$ cat config.mk
export PLATFORM = sky130hd
export DESIGN_NAME = ctx_cfg_loader
export DESIGN_NICKNAME = d
export VERILOG_FILES = /design/src/rtl/ctx_cfg_pkg.sv /design/src/rtl/ctx_fetch.sv /design/src/rtl/ctx_decode.sv /design/src/rtl/ctx_layer_ctrl.sv /design/src/rtl/ctx_cfg_loader.sv
export SDC_FILE = /design/constraint.sdc
export NUM_CORES = 1
export LEC_CHECK = 0
export ABC_CLOCK_PERIOD_IN_PS = 4850
export CAP_MARGIN = 40
export CORE_ASPECT_RATIO = 2
export CORE_MARGIN = 4
export CORE_UTILIZATION = 25
export CTS_BUF_LIST = sky130_fd_sc_hd__clkbuf_4 sky130_fd_sc_hd__clkbuf_8 sky130_fd_sc_hd__clkbuf_16
export DETAILED_ROUTE_END_ITERATION = 10
export DONT_BUFFER_PORTS = 1
export SYNTH_ARGS = -nofsm -noshare
export SYNTH_HDL_FRONTEND = slang
export SYNTH_SLANG_ARGS = --single-unit
$ cat constraint.sdc
create_clock -name clk_i -period 4.85 [get_ports clk_i]
set_clock_uncertainty 0.1 [all_clocks]
set_input_delay 0.485 -clock clk_i [delete_from_list [all_inputs] [get_ports clk_i]]
set_output_delay 0.485 -clock clk_i [all_outputs]
set_load 0.005 [all_outputs]
$ cat src/rtl/ctx_cfg_pkg.sv
`timescale 1ns/1ps
package ctx_cfg_pkg;
  localparam int unsigned WORD_W = 32;
  localparam int unsigned KIND_BIT = WORD_W - 1;

  typedef enum logic {
    TGT_CELL = 1'b0,
    TGT_GRF  = 1'b1
  } tgt_e;
endpackage

$ cat src/rtl/ctx_fetch.sv
`timescale 1ns/1ps
module ctx_fetch #(
  parameter int unsigned ADDR_W    = 10,
  parameter int unsigned CTX_WORDS = 128
) (
  input  logic              clk_i,
  input  logic              rst_ni,
  input  logic              go_i,
  input  logic [ADDR_W-1:0] base_i,
  output logic              rd_o,
  output logic [ADDR_W-1:0] addr_o,
  output logic              last_o
);
  localparam int unsigned CNT_W = (CTX_WORDS > 1) ? $clog2(CTX_WORDS) : 1;
  localparam logic [CNT_W-1:0] CNT_LAST = CNT_W'(CTX_WORDS - 1);

  logic              act_q;
  logic [CNT_W-1:0]  cnt_q;
  logic [ADDR_W-1:0] base_q;

  always_ff @(posedge clk_i or negedge rst_ni) begin
    if (!rst_ni) begin
      act_q  <= 1'b0;
      cnt_q  <= '0;
      base_q <= '0;
    end else if (go_i) begin
      act_q  <= 1'b1;
      cnt_q  <= '0;
      base_q <= base_i;
    end else if (act_q) begin
      cnt_q <= cnt_q + 1'b1;
      if (cnt_q == CNT_LAST) act_q <= 1'b0;
    end
  end

  assign rd_o   = act_q;
  assign addr_o = base_q + ADDR_W'(cnt_q);
  assign last_o = act_q && (cnt_q == CNT_LAST);

  AST_RD_CONTIGUOUS: assert property (@(posedge clk_i) disable iff (!rst_ni)
    (rd_o && $past(rd_o) && !$past(go_i)) |-> (addr_o == ADDR_W'($past(addr_o) + 1'b1)));
  AST_STOP_AFTER_LAST: assert property (@(posedge clk_i) disable iff (!rst_ni)
    (last_o && !go_i) |=> !rd_o);
endmodule

$ cat src/rtl/ctx_decode.sv
`timescale 1ns/1ps
module ctx_decode
  import ctx_cfg_pkg::*;
#(
  parameter int unsigned ROW_W = 3,
  parameter int unsigned COL_W = 3,
  parameter int unsigned GRF_W = 3
) (
  input  logic              clk_i,
  input  logic              rst_ni,
  input  logic              rd_i,
  input  logic              last_i,
  input  logic [WORD_W-1:0] word_i,
  output logic              cell_we_o,
  output logic              grf_we_o,
  output logic [ROW_W-1:0]  row_o,
  output logic [COL_W-1:0]  col_o,
  output logic [GRF_W-1:0]  grf_o,
  output logic [WORD_W-ROW_W-COL_W-2:0] data_o,
  output logic              last_o,
  output logic              busy_o
);
  localparam int unsigned IDX_W = ROW_W + COL_W;
  localparam int unsigned PAY_W = WORD_W - 1 - IDX_W;

  logic             rv_q, rl_q;
  logic             cell_we_q, grf_we_q, last_q;
  logic [ROW_W-1:0] row_q;
  logic [COL_W-1:0] col_q;
  logic [GRF_W-1:0] grf_q;
  logic [PAY_W-1:0] data_q;
  tgt_e             kind;

  assign kind = tgt_e'(word_i[KIND_BIT]);

  always_ff @(posedge clk_i or negedge rst_ni) begin
    if (!rst_ni) begin
      rv_q      <= 1'b0;
      rl_q      <= 1'b0;
      cell_we_q <= 1'b0;
      grf_we_q  <= 1'b0;
      last_q    <= 1'b0;
      row_q     <= '0;
      col_q     <= '0;
      grf_q     <= '0;
      data_q    <= '0;
    end else begin
      rv_q      <= rd_i;
      rl_q      <= rd_i && last_i;
      cell_we_q <= rv_q && (kind == TGT_CELL);
      grf_we_q  <= rv_q && (kind == TGT_GRF);
      last_q    <= rv_q && rl_q;
      if (rv_q) begin
        row_q  <= word_i[PAY_W+COL_W +: ROW_W];
        col_q  <= word_i[PAY_W +: COL_W];
        grf_q  <= word_i[PAY_W +: GRF_W];
        data_q <= word_i[PAY_W-1:0];
      end
    end
  end

  assign cell_we_o = cell_we_q;
  assign grf_we_o  = grf_we_q;
  assign row_o     = row_q;
  assign col_o     = col_q;
  assign grf_o     = grf_q;
  assign data_o    = data_q;
  assign last_o    = last_q;
  assign busy_o    = rv_q | cell_we_q | grf_we_q;

  AST_ONE_WRITE: assert property (@(posedge clk_i) disable iff (!rst_ni)
    $onehot0({cell_we_q, grf_we_q}));
  AST_WRITE_AFTER_READ: assert property (@(posedge clk_i) disable iff (!rst_ni)
    (cell_we_q || grf_we_q) |-> $past(rd_i, 2));
endmodule

$ cat src/rtl/ctx_layer_ctrl.sv
`timescale 1ns/1ps
module ctx_layer_ctrl (
  input  logic clk_i,
  input  logic rst_ni,
  input  logic start_i,
  input  logic load_busy_i,
  input  logic wr_last_i,
  input  logic done_i,
  output logic start_ok_o,
  output logic layer_o,
  output logic run_o,
  output logic shadow_valid_o,
  output logic irq_o,
  output logic err_o
);
  logic layer_q, run_q, shadow_q, irq_q, err_q;
  logic swap;

  assign start_ok_o = start_i && !load_busy_i && !shadow_q;
  // swap in the finishing cycle itself when the next context is ready
  assign swap = shadow_q && (!run_q || done_i);

  always_ff @(posedge clk_i or negedge rst_ni) begin
    if (!rst_ni) begin
      layer_q  <= 1'b0;
      run_q    <= 1'b0;
      shadow_q <= 1'b0;
      irq_q    <= 1'b0;
      err_q    <= 1'b0;
    end else begin
      if (wr_last_i)  shadow_q <= 1'b1;
      else if (swap)  shadow_q <= 1'b0;
      if (swap)        layer_q <= ~layer_q;
      if (swap)        run_q   <= 1'b1;
      else if (done_i) run_q   <= 1'b0;
      irq_q <= done_i && run_q && !shadow_q && !load_busy_i;
      if (start_i && !start_ok_o) err_q <= 1'b1;
    end
  end

  assign layer_o        = layer_q;
  assign run_o          = run_q;
  assign shadow_valid_o = shadow_q;
  assign irq_o          = irq_q;
  assign err_o          = err_q;

  AST_ERR_STICKY: assert property (@(posedge clk_i) disable iff (!rst_ni)
    err_q |=> err_q);
  AST_SWAP_NEEDS_FULL: assert property (@(posedge clk_i) disable iff (!rst_ni)
    (layer_q != $past(layer_q)) |-> ($past(shadow_q) && !shadow_q && run_q));
  AST_HOLD_WHILE_LOADING: assert property (@(posedge clk_i) disable iff (!rst_ni)
    load_busy_i |=> (layer_q == $past(layer_q)));
  AST_IRQ_PULSE: assert property (@(posedge clk_i) disable iff (!rst_ni)
    irq_q |=> !irq_q);
endmodule

$ cat src/rtl/ctx_cfg_loader.sv
`timescale 1ns/1ps
module ctx_cfg_loader
  import ctx_cfg_pkg::*;
#(
  parameter int unsigned ADDR_W    = 10,
  parameter int unsigned CTX_WORDS = 128,
  parameter int unsigned ROW_W     = 3,
  parameter int unsigned COL_W     = 3,
  parameter int unsigned GRF_W     = 3
) (
  input  logic              clk_i,
  input  logic              rst_ni,
  input  logic              start_i,
  input  logic [ADDR_W-1:0] start_base_i,
  input  logic              done_i,
  output logic              mem_rd_o,
  output logic [ADDR_W-1:0] mem_addr_o,
  input  logic [WORD_W-1:0] mem_data_i,
  output logic              cfg_we_o,
  output logic              cfg_layer_o,
  output logic [ROW_W-1:0]  cfg_row_o,
  output logic [COL_W-1:0]  cfg_col_o,
  output logic              grf_we_o,
  output logic [GRF_W-1:0]  grf_idx_o,
  output logic [WORD_W-ROW_W-COL_W-2:0] cfg_data_o,
  output logic              layer_sel_o,
  output logic              run_o,
  output logic              shadow_valid_o,
  output logic              irq_o,
  output logic              err_o
);
  logic start_ok, rd, rd_last, dec_last, dec_busy, fetch_busy;
  logic layer;

  ctx_fetch #(.ADDR_W(ADDR_W), .CTX_WORDS(CTX_WORDS)) u_fetch (
    .clk_i  (clk_i),
    .rst_ni (rst_ni),
    .go_i   (start_ok),
    .base_i (start_base_i),
    .rd_o   (rd),
    .addr_o (mem_addr_o),
    .last_o (rd_last)
  );

  ctx_decode #(.ROW_W(ROW_W), .COL_W(COL_W), .GRF_W(GRF_W)) u_decode (
    .clk_i     (clk_i),
    .rst_ni    (rst_ni),
    .rd_i      (rd),
    .last_i    (rd_last),
    .word_i    (mem_data_i),
    .cell_we_o (cfg_we_o),
    .grf_we_o  (grf_we_o),
    .row_o     (cfg_row_o),
    .col_o     (cfg_col_o),
    .grf_o     (grf_idx_o),
    .data_o    (cfg_data_o),
    .last_o    (dec_last),
    .busy_o    (dec_busy)
  );

  assign fetch_busy = rd;

  ctx_layer_ctrl u_ctrl (
    .clk_i          (clk_i),
    .rst_ni         (rst_ni),
    .start_i        (start_i),
    .load_busy_i    (fetch_busy | dec_busy),
    .wr_last_i      (dec_last),
    .done_i         (done_i),
    .start_ok_o     (start_ok),
    .layer_o        (layer),
    .run_o          (run_o),
    .shadow_valid_o (shadow_valid_o),
    .irq_o          (irq_o),
    .err_o          (err_o)
  );

  assign mem_rd_o    = rd;
  assign layer_sel_o = layer;
  assign cfg_layer_o = ~layer;

  AST_LAYER_STABLE_ON_WRITE: assert property (@(posedge clk_i) disable iff (!rst_ni)
    (cfg_we_o || grf_we_o) |-> $stable(layer_sel_o));
  AST_NO_READ_WHEN_FULL: assert property (@(posedge clk_i) disable iff (!rst_ni)
    shadow_valid_o |-> !mem_rd_o);
endmodule

Word-level counts from Yosys, hierarchy flattened. Index checks and enable logic that the tools add are counted.

Output and inout bits: 53. Register bits: 59.

Reduce and logical (&&, ||, !) cells: 20. Add/subtract/negate cells: 2. Bitwise logic cells: 5. Eq/ne operators: 1. Multiplexer cells: 9.

Operator list (count): $mux 7 (2); $logic_and 1x1->1 (12); $add 10x7->10 (1); $add 7x1->7 const B (1); $eq 7x7->1 const B (1); $mux 1 (7); $reduce_bool 2->1 (3); $logic_not 1->1 (4); $or 1x1->1 (3); $not 1->1 (2); $logic_or 1x1->1 (1).

Depth between registers and ports, before layout. Gate-level depths: netlist of the first run.

Depth after elaboration: 8. Mapped depth: 7.

By module. Synthesis of the first run repeated with hierarchy kept, for this count alone.

Cells, all modules: 205. Area total of the unflattened synthesis: 2796.4 um2.

Modules (own cells, without submodules): ctx_decode (area each 1467.7 um2, times used 1, seq. area each 900.9 um2, cells each 79); ctx_fetch (area each 1114.8 um2, times used 1, seq. area each 450.4 um2, cells each 108); ctx_layer_ctrl (area each 203.9 um2, times used 1, seq. area each 125.1 um2, cells each 16); ctx_cfg_loader (area each 10.0 um2, times used 1, seq. area each 0.0 um2, cells each 2).

Worst setup path after synthesis of the first run. OpenSTA, ideal clock, no wires.

Kind: register to output. Start point: register u_fetch.cnt_q[3]. End point: output port mem_addr_o[9]. Stages on the path, launching flop included: 6. Data arrival time: 1710 ps. Slack: 2555 ps. Required time: 4265 ps. Path through: dfrtp_1 > ha_1 > and3_1 > a2111oi_2 > a211oi_1 > xor2_1.

Cells in the longest elaborated chain, start to end: 1.

RTL lines: from (decl) (line ctx_fetch.sv:18) `logic [CNT_W-1:0] cnt_q;`; from (signal assigned) (line ctx_fetch.sv:31) `cnt_q <= cnt_q + 1'b1;`; $add 10x7->10 (line ctx_fetch.sv:37) `assign addr_o = base_q + ADDR_W'(cnt_q);`; to (decl) (line ctx_cfg_loader.sv:17) `output logic [ADDR_W-1:0] mem_addr_o,`.

Every way passes these cells.

Worst setup path in the final report of the first run. Same ends and word-level chain as after synthesis.

==> out/results.tsv, run 1 <==
metric	value	unit
Final #Nets	259	
vias in the first global route	1633	
via count of the routed design	1516	
Slew @ Worst Pin	0.484	ns
H-tree Lvls	3	
PD cells	645	nW/um2
Mapped Area	2660	um2
antenna violations before repair	0	
Clock Latency Late Sink	0.32	ns
Leak	1.33	nW
main area contributors after synthesis	dfrtp_1, mux2_2, ha_1	
Seq pwr share	0.385	
GR Overflow Total	0	
Syn Nets	255	
Sw Ratio	0.332	
Setup crit end kind	primary output	
R2R depth	4	
RSZ-0062 raised after global routing	no	
final hold violations	0	
startpoint types	flop	
Via density	4.38	
Hold Startpoint	mem_data_i[31]	
commonest non-fill, non-tap cell in the layout	dfrtp_1	
placed cell area	2750	um2
aggregate negative setup slack	0	ns
most frequent cells in the layout	dfrtp_1, mux2_2, nor2_1, clkbuf_16	
Synth Instances	200	
IO Count	99	
hpwl dp	4.23	mm
Worst EP required	4.26	ns
Clk network pwr share	0.298	
Comb pwr share	0.317	
Residual DRC	0	
MaxCap Viol Count	0	
synthesized flop and latch total	59	
Hold WC Path Type	in2reg	
minimum clock period	2.78	ns
die height	154	um
cts repair resizes	0	
Worst EP arrival	2.20	ns
cts hold-fix bufs	2	
worst-path fanout max	5	
critical path type	reg2out	
layout cell share with drive strength beyond 1	0.301	
FF-to-FF setup slack	2.76	ns
Total Routed Length	5.69	mm
Initial Util	0.254	
Row Count	53	
sequential share of the synthesized area	0.555	
All-Layer GR Usage	0.0970	
fillers	1071	
core area	10500	um2
DR pass1 iterations	4	
Max clock buf depth	2	
cell area after layout	3070	um2
sw power	658	uW
Rel. slew slack	0.677	
n_diodes	0	
unique cell type count in the Yosys netlist	36	
Setup Buffers After CTS	0	
worst reg2reg startpoint	u_fetch.rd_o	
DR WL/cell	16.4	um
Final setup viols	0	
maximum vdd drop	0.158	mV
Synth top area share	0.555	
end of the worst register-to-register path	u_fetch.base_q[1]	
P&R area growth vs syn	15.5	%
die area	12500	um2
Antenna Nets Post-Route	0	
die width	80.9	um
first-pass GRT wire length	8.83	mm
largest net degree at the start of global routing	60	
Worst Hold End	u_decode.cell_we_o	
Internal Power	1.32	mW
Tcrit/Tclk final	0.574	
Syn Area/Cell	13.3	um2
Sink Count	59	
yosys warns	0	
CTS clk-pin slew, worst paths	0.05	ns
largest area contributor in the netlist	dfrtp_1	
status	complete, no violations	
TritonCTS Buffers	9	
Hold Crit Depth	1	
root buffer cell	clkbuf_16	
DR iter-0 viols	53	
CTS tree	built	
Placer Congestion	0.766	
Port-buffer cells	0	
Max Slew Vio Count	0	
Max Fclk	0.359	GHz
cell type report:
type                    count  area, um2  share of cell area
flip-flops and latches     59       1480               0.480
clock buffers              14        275              0.0896
repair buffers              3       45.0              0.0147
inverters                   6       22.5             0.00733
clock inverters             2       10.0             0.00326
multi-input cells         125       1070               0.349
well taps                 137        171              0.0558
power groups by stage:
| stage | Combinational [mW] | Clock [mW] | Sequential (mW) |
|---|---|---|---|
| after floorplan | 0.533 | 0 | 0.725 |
| after global placement | 0.616 | 0 | 0.769 |
| after detailed placement | 0.634 | 0 | 0.774 |
| after CTS | 0.650 | 0.610 | 0.767 |
| after global routing | 0.712 | 0.634 | 0.781 |
| final | 0.629 | 0.590 | 0.763 |
layer usage:
| layer | routed length (um) | global-route usage | vias to the layer above |
|---|---|---|---|
| met3 | 393 | 0.0381 | 7 |
| met4 | 131 | 0.0564 | 0 |
| met1 | 1870 | 0.0893 | 764 |
| met5 | 0 | 0 | - |
| met2 | 3300 | 0.173 | 50 |
| li1 | - | - | 695 |
flip-flops by register name, indices dropped and copies added (netlist names):
name,count
u_decode.data_o,25
u_fetch.base_q,10
u_fetch.cnt_q,7
u_decode.col_o,3
u_decode.row_o,3
u_ctrl.err_o,1
u_ctrl.irq_o,1
u_ctrl.layer_o,1
u_ctrl.run_o,1
u_ctrl.shadow_valid_o,1
u_decode.cell_we_o,1
u_decode.grf_we_o,1
u_decode.last_o,1
u_decode.rl_q,1
u_decode.rv_q,1
u_fetch.rd_o,1
synth_stat cells, drive strengths merged:
cell     count
o2111ai      1
and3         3
nand3b       2
xor2         6
and4b        1
ha           8
nand2        7
o21a         2
o21ai        3
o21bai       1
nor3         1
mux2        41
nand3        3
and2         4
buf          6
a21o         2
a211oi       1
nor2        14
or4          1
nand4        3
mux2i        2
a21oi        3
a2111oi      1
inv          6
dfrtp       59
clkbuf       4
nand2b       3
fa           1
nor3b        1
nor2b        2
xnor2        8
worst max-delay path, cell delays in order, from the launching register on:
cell and delay, ns:
dfrtp_1 0.42, ha_1 0.35, and3_1 0.22, a2111oi_2 0.53, a211oi_1 0.16, xor2_1 0.20
how the worst max path moves through the flow:
stage | startpoint | to | slack [ns]
5_1_grt | u_fetch.cnt_q[3] | mem_addr_o[9] | 1.94
4_1_cts | u_fetch.cnt_q[3] | mem_addr_o[9] | 2.03
2_1_floorplan | u_fetch.cnt_q[3] | mem_addr_o[9] | 2.55
3_5_place_dp | u_fetch.cnt_q[3] | mem_addr_o[9] | 2.38
3_3_place_gp | u_fetch.cnt_q[3] | mem_addr_o[9] | 2.42
6_report | u_fetch.cnt_q[3] | mem_addr_o[9] | 2.07
cells by family after synthesis:
group                    share of synthesized area
adder cells (fa/ha/maj)                     0.0452
XOR/XNOR                                    0.0461
AO/OA/AOI/OAI                               0.0372
buffers and inverters                       0.0419
multiplexers                                 0.184
flip-flops                                   0.555
AND/OR/NAND/NOR                             0.0908
through the flow:
stage          setup slack, ns  utilization  cells  hold slack [ns]  power [mW]
2_1_floorplan             2.55            -    200           0.0894        1.26
3_5_place_dp              2.38        0.262    328           0.0904        1.41
6_report                  2.07        0.293    346            0.131        1.98
3_3_place_gp              2.42        0.262    328           0.0908        1.38
5_1_grt                   1.94        0.293    346            0.118        2.13
4_1_cts                   2.03        0.293    346            0.116        2.03
Power figures use the tool's default switching activity.
==> run 2: changes to the inputs <==
- ABC_CLOCK_PERIOD_IN_PS: 4850 -> 2690
- clock period: 4.85 -> 2.69 ns (I/O delays scaled with it)
==> run 2 against run 1 <==
Non-clock buffer count grew 45. Sequential cell count is the same. Wire length is 10% higher. Die area is the same. Final area is 16% higher. Clock-buffer cell count shrank 2. Sequential power is 78% higher. Via count increased by 11%. Sequential share of layout area shrank 6.6 points.
==> out/results.tsv, run 2 (same netlist as run 1, synthesis figures left out) <==
metric	value	unit	change
CTS clk-pin slew, worst paths	0.05	ns	about the same
final hold violations	0		unchanged
Finished Core Util	0.340		+0.0467
critical path type	reg2out		
MaxCap Viol Count	0		unchanged
worst-path fanout max	5		unchanged
GR Overflow Total	0		unchanged
Via density	4.29		-2.0%
root buffer cell	clkbuf_16		
layout cell share with drive strength beyond 1	0.252		-0.0495
Tcrit/Tclk final	0.918		
Leak	1.53	nW	+15%
max reg flops	25		unchanged
Row Count	53		unchanged
Max Slew Vio Count	0		unchanged
Final #Nets	304		+17%
Clock Latency Late Sink	0.32	ns	about the same
area of the multi-input gates	1080	um2	+1.2%
Clk network pwr share	0.312		+0.014
fin worst setup slack	0.222	ns	-1.85 ns
sw power	1.25	mW	+89%
aggregate negative setup slack	0	ns	unchanged
H-tree Lvls	3		unchanged
RSZ-0062 raised after global routing	no		
Setup Buffers After CTS	0		unchanged
P&R area growth vs syn	33.9	%	
Total Routed Length	6.26	mm	+10%
Port-buffer cells	0		unchanged
DR pass1 iterations	4		unchanged
placed cell area	2760	um2	+0.27%
die area	12500	um2	unchanged
status	complete, no violations		
Antenna Nets Post-Route	0		unchanged
Worst EP required	2.32	ns	-1.94 ns
pre-CTS setup slack	0.473	ns	-1.91 ns
fillers	1053		-1.7%
die height	154	um	unchanged
TritonCTS Buffers	9		unchanged
All-Layer GR Usage	0.106		+0.00933
Sw Ratio	0.330		-0.00250
Internal Power	2.54	mW	+92%
FF/Latch Area	1480	um2	unchanged
Sink Count	59		unchanged
Max clock buf depth	2		unchanged
antenna violations before repair	0		unchanged
DR iter-0 viols	57		+7.5%
Max Fclk	0.405	GHz	
CTS tree	built		
Residual DRC	0		unchanged
Comb pwr share	0.328		+0.011
Placer Congestion	0.780		+1.8%
Slew @ Worst Pin	0.426	ns	-0.0578 ns
FF-to-FF setup slack	0.72	ns	-2.04 ns
via count of the routed design	1679		+11%
startpoint types	flop		
maximum vdd drop	0.308	mV	+94%
first-pass GRT wire length	9.64	mm	+9.2%
minimum clock period	2.47	ns	
core area	10500	um2	unchanged
hpwl dp	4.39	mm	+3.6%
DR WL/cell	16.0	um	-2.6%
Final Non-Filler Cells	391		+13%
Rel. slew slack	0.716		+0.0391
Seq pwr share	0.361		-0.024
PD cells	1060	nW/um2	+65%
Cells after DPL	329		+0.30%
Initial Util	0.254		unchanged
Hold WC Path Type	in2reg		
IO Count	99		unchanged
n_diodes	0		unchanged
most frequent cells in the layout	dfrtp_1, dlygate4sd3_1, mux2_2, nor2_1, clkbuf_16		
Worst EP arrival	2.10	ns	-0.10 ns
commonest non-fill, non-tap cell in the layout	dfrtp_1		
die width	80.9	um	unchanged
vias in the first global route	1876		+15%
largest net degree at the start of global routing	60		unchanged
Setup crit end kind	primary output		
cell area after layout	3560	um2	+16%
Final setup viols	0		unchanged
==> run 2: final timing paths <==
path	startpoint	end	cells after the start
setup / recovery	u_fetch.cnt_q[3]	mem_addr_o[9]	5
hold / removal	done_i	u_ctrl.run_o	2
setup reg to reg	u_decode.grf_we_o	u_fetch.base_q[5]	4
hold reg to reg	u_decode.last_o	u_ctrl.shadow_valid_o	1
max in group asynchronous	rst_ni	u_decode.data_o[15]	2
min in group asynchronous	rst_ni	u_decode.row_o[2]	2
==> run 2: repair_timing <==
action,CTS,global route
endpoints found under the hold margin,104,0
hold buffers,46,0
resized for setup,0,1
endpoints found under the setup margin,0,2
==> run 2: area by class of cell <==
| type | count | share of cell area |
|---|---|---|
| Timing Repair Buffer | 48 | 0.138 |
| Tap cell | 137 | 0.0481 |
| Sequential cell | 59 | 0.414 |
| Clock buffer | 12 | 0.0748 |
| Inverter | 6 | 0.00632 |
| Clock inverter | 4 | 0.0133 |
| Multi-Input combinational cell | 125 | 0.305 |
==> run 2: critical path: stages (launching register included) <==
cell       delay [ns]
dfrtp_1          0.42
ha_1             0.35
and3_1           0.24
a2111oi_4        0.41
a211oi_1         0.14
xor2_1           0.20
==> run 2: layer usage <==
| layer | vias up | part of all wire | GRT usage |
|---|---|---|---|
| met5 | - | 0 | 0 |
| met4 | 0 | 0.033 | 0.0725 |
| met3 | 14 | 0.052 | 0.0305 |
| met2 | 49 | 0.59 | 0.195 |
| met1 | 833 | 0.33 | 0.0954 |
| li1 | 783 | - | - |
==> run 2: stage by stage <==
step / total power [mW] / hold slack, ns
floorplan: 2.27 / -0.127
global placement: 2.50 / -0.125
detailed placement: 2.55 / -0.126
CTS: 3.83 / 0.0712
global route: 4.03 / 0.0834
finish: 3.78 / 0.0837
==> run 2: power groups by stage <==
stage / Sequential [mW] / Combinational (mW) / Clock [mW]
4_1_cts: 1.37 / 1.25 / 1.21
3_3_place_gp: 1.37 / 1.13 / 0
3_5_place_dp: 1.38 / 1.17 / 0
5_1_grt: 1.39 / 1.39 / 1.25
6_report: 1.36 / 1.24 / 1.18
2_1_floorplan: 1.31 / 0.962 / 0
==> run 3: changes to the inputs <==
- RECOVER_POWER: not set -> 100
- SKIP_CTS_REPAIR_TIMING: not set -> 1
==> run 3 against run 2 <==
The flow now finishes with violations (negative hold slack, max-capacitance violations, max-slew violations). Critical path depth grew 2. Die area is the same. Global-route usage shrank 0.85 points. Clock power is essentially flat. Fmax shrank 0.29%. Worst hold slack lost 0.087 ns. Register-to-register slack lost 0.41 ns. Clock-buffer cell count is the same. Non-clock buffer count shrank 3. Power shrank 0.48%. Sequential cell count is the same.
==> out/results.tsv, run 3 (same netlist as run 1, synthesis figures left out) <==
metric	value	unit	change
maximum vdd drop	0.306	mV	-0.45%
aggregate negative setup slack	0	ns	unchanged
pre-CTS setup slack	0.473	ns	unchanged
hpwl dp	4.39	mm	unchanged
Seq pwr share	0.361		about the same
end of the worst register-to-register path	u_fetch.base_q[5]		
first-pass GRT wire length	8.76	mm	-9.1%
Initial Util	0.254		unchanged
fin worst setup slack	0.215	ns	-0.00713 ns
Leak	1.49	nW	-2.3%
RSZ-0062 raised after global routing	no		
DR iter-0 viols	49		-14%
largest net degree at the start of global routing	60		unchanged
IO Count	99		unchanged
DR WL/cell	16.1	um	+0.40%
PD cells	1080	nW/um2	+1.7%
Clk network pwr share	0.314		+0.002
Max clock buf depth	2		unchanged
most frequent cells in the layout	dfrtp_1, dlygate4sd3_1, mux2_2, nor2_1, clkbuf_16		
GR Overflow Total	0		unchanged
die width	80.9	um	unchanged
Cells after DPL	329		unchanged
All-Layer GR Usage	0.0979		-0.00847
max reg flops	25		unchanged
FF-to-FF setup slack	0.31	ns	-0.41 ns
Port-buffer cells	0		unchanged
CTS clk-pin slew, worst paths	0.05	ns	about the same
Clock Latency Late Sink	0.32	ns	about the same
Total Routed Length	6.24	mm	-0.37%
antenna violations before repair	0		unchanged
CP Launch Point	u_fetch.cnt_q[0]		
Min Hold Slack	-0.00370	ns	-0.0874 ns
core area	10500	um2	unchanged
fillers	1062		+0.85%
worst-path fanout max	4		-1
Max Fclk	0.404	GHz	-0.29%
critical path type	reg2out		
Via density	4.34		+1.1%
Max Slew Vio Count	35		+35
sw power	1.25	mW	about the same
minimum clock period	2.48	ns	+0.00713 ns
root buffer cell	clkbuf_16		
Row Count	53		unchanged
die area	12500	um2	unchanged
Hold WC Path Type	in2reg		
Worst EP required	2.32	ns	about the same
Final #Nets	301		-0.99%
n_diodes	0		unchanged
layout cell share with drive strength beyond 1	0.227		-0.0249
Finished Core Util	0.333		-0.00728
Worst Hold End	u_ctrl.err_o		
final hold violations	1		+1
Residual DRC	0		unchanged
status	finished with violations		
Slew @ Worst Pin	1.80	ns	+1.38 ns
CTS tree	built		
Sink Count	59		unchanged
Placer Congestion	0.780		unchanged
Tcrit/Tclk final	0.920		+0.00265
die height	154	um	unchanged
R2R depth	4		unchanged
Sw Ratio	0.331		+0.00178
DR pass1 iterations	3		-1
Antenna Nets Post-Route	0		unchanged
failing checks	negative hold slack, max-capacitance violations, max-slew violations		
commonest non-fill, non-tap cell in the layout	dfrtp_1		
startpoint types	flop		
Final setup viols	0		unchanged
via count of the routed design	1685		+0.36%
H-tree Lvls	3		unchanged
TritonCTS Buffers	9		unchanged
Setup crit end kind	primary output		
vias in the first global route	1672		-11%
MaxCap Viol Count	1		+1
Final Non-Filler Cells	388		-0.77%
P&R area growth vs syn	31.0	%	
Worst EP arrival	2.11	ns	about the same
Internal Power	2.52	mW	-0.75%
Hold Startpoint	start_i		
Rel. slew slack	-0.201		-0.917
Comb pwr share	0.325		-0.003
Hold Crit Depth	2		unchanged
worst reg2reg startpoint	u_decode.grf_we_o		
-- run 3: metal layers --
metal	up-vias	part of all wire	track usage
li1	776	-	-
met5	-	0	0
met1	831	0.33	0.0845
met3	22	0.053	0.0311
met4	0	0.040	0.0774
met2	56	0.58	0.175
-- run 3: power by group through the flow --
stage               combinational [mW]  clock, mW  sequential (mW)
floorplan                        0.962          0             1.31
global placement                  1.13          0             1.37
detailed placement                1.17          0             1.38
CTS                               1.17       1.21             1.37
global route                      1.37       1.25             1.39
finish                            1.22       1.18             1.36
-- run 3: worst max-delay path by stage --
stage	end	slack, ns	cells after the start
3_3_place_gp	mem_addr_o[9]	0.48	5
3_5_place_dp	mem_addr_o[7]	0.47	5
6_report	mem_addr_o[6]	0.21	7
4_1_cts	mem_addr_o[7]	0.11	5
2_1_floorplan	mem_addr_o[9]	0.61	5
5_1_grt	mem_addr_o[9]	0.07	5
-- run 3: layout make-up --
cell class              count  area, um2  area share
multi-input cells         125       1070       0.307
repair buffers             45        433       0.124
clock inverters             4       47.5      0.0136
clock buffers              12        267      0.0765
well taps                 137        171      0.0492
inverters                   6       22.5     0.00646
flip-flops and latches     59       1480       0.424
-- run 3: metrics by stage --
step | power, mW | area (um2)
3_5_place_dp | 2.55 | 2760
3_3_place_gp | 2.50 | 2760
4_1_cts | 3.75 | 3070
2_1_floorplan | 2.27 | 2660
5_1_grt | 4.00 | 3490
6_report | 3.76 | 3490
-- run 3: critical path, cell delays in order (launching register included) --
cell and delay [ns]:
dfrtp_1 0.41, ha_1 0.20, inv_1 0.06, fa_1 0.39
nor2b_1 0.19, o2111ai_1 0.18, nand3b_1 0.14, xor2_1 0.22
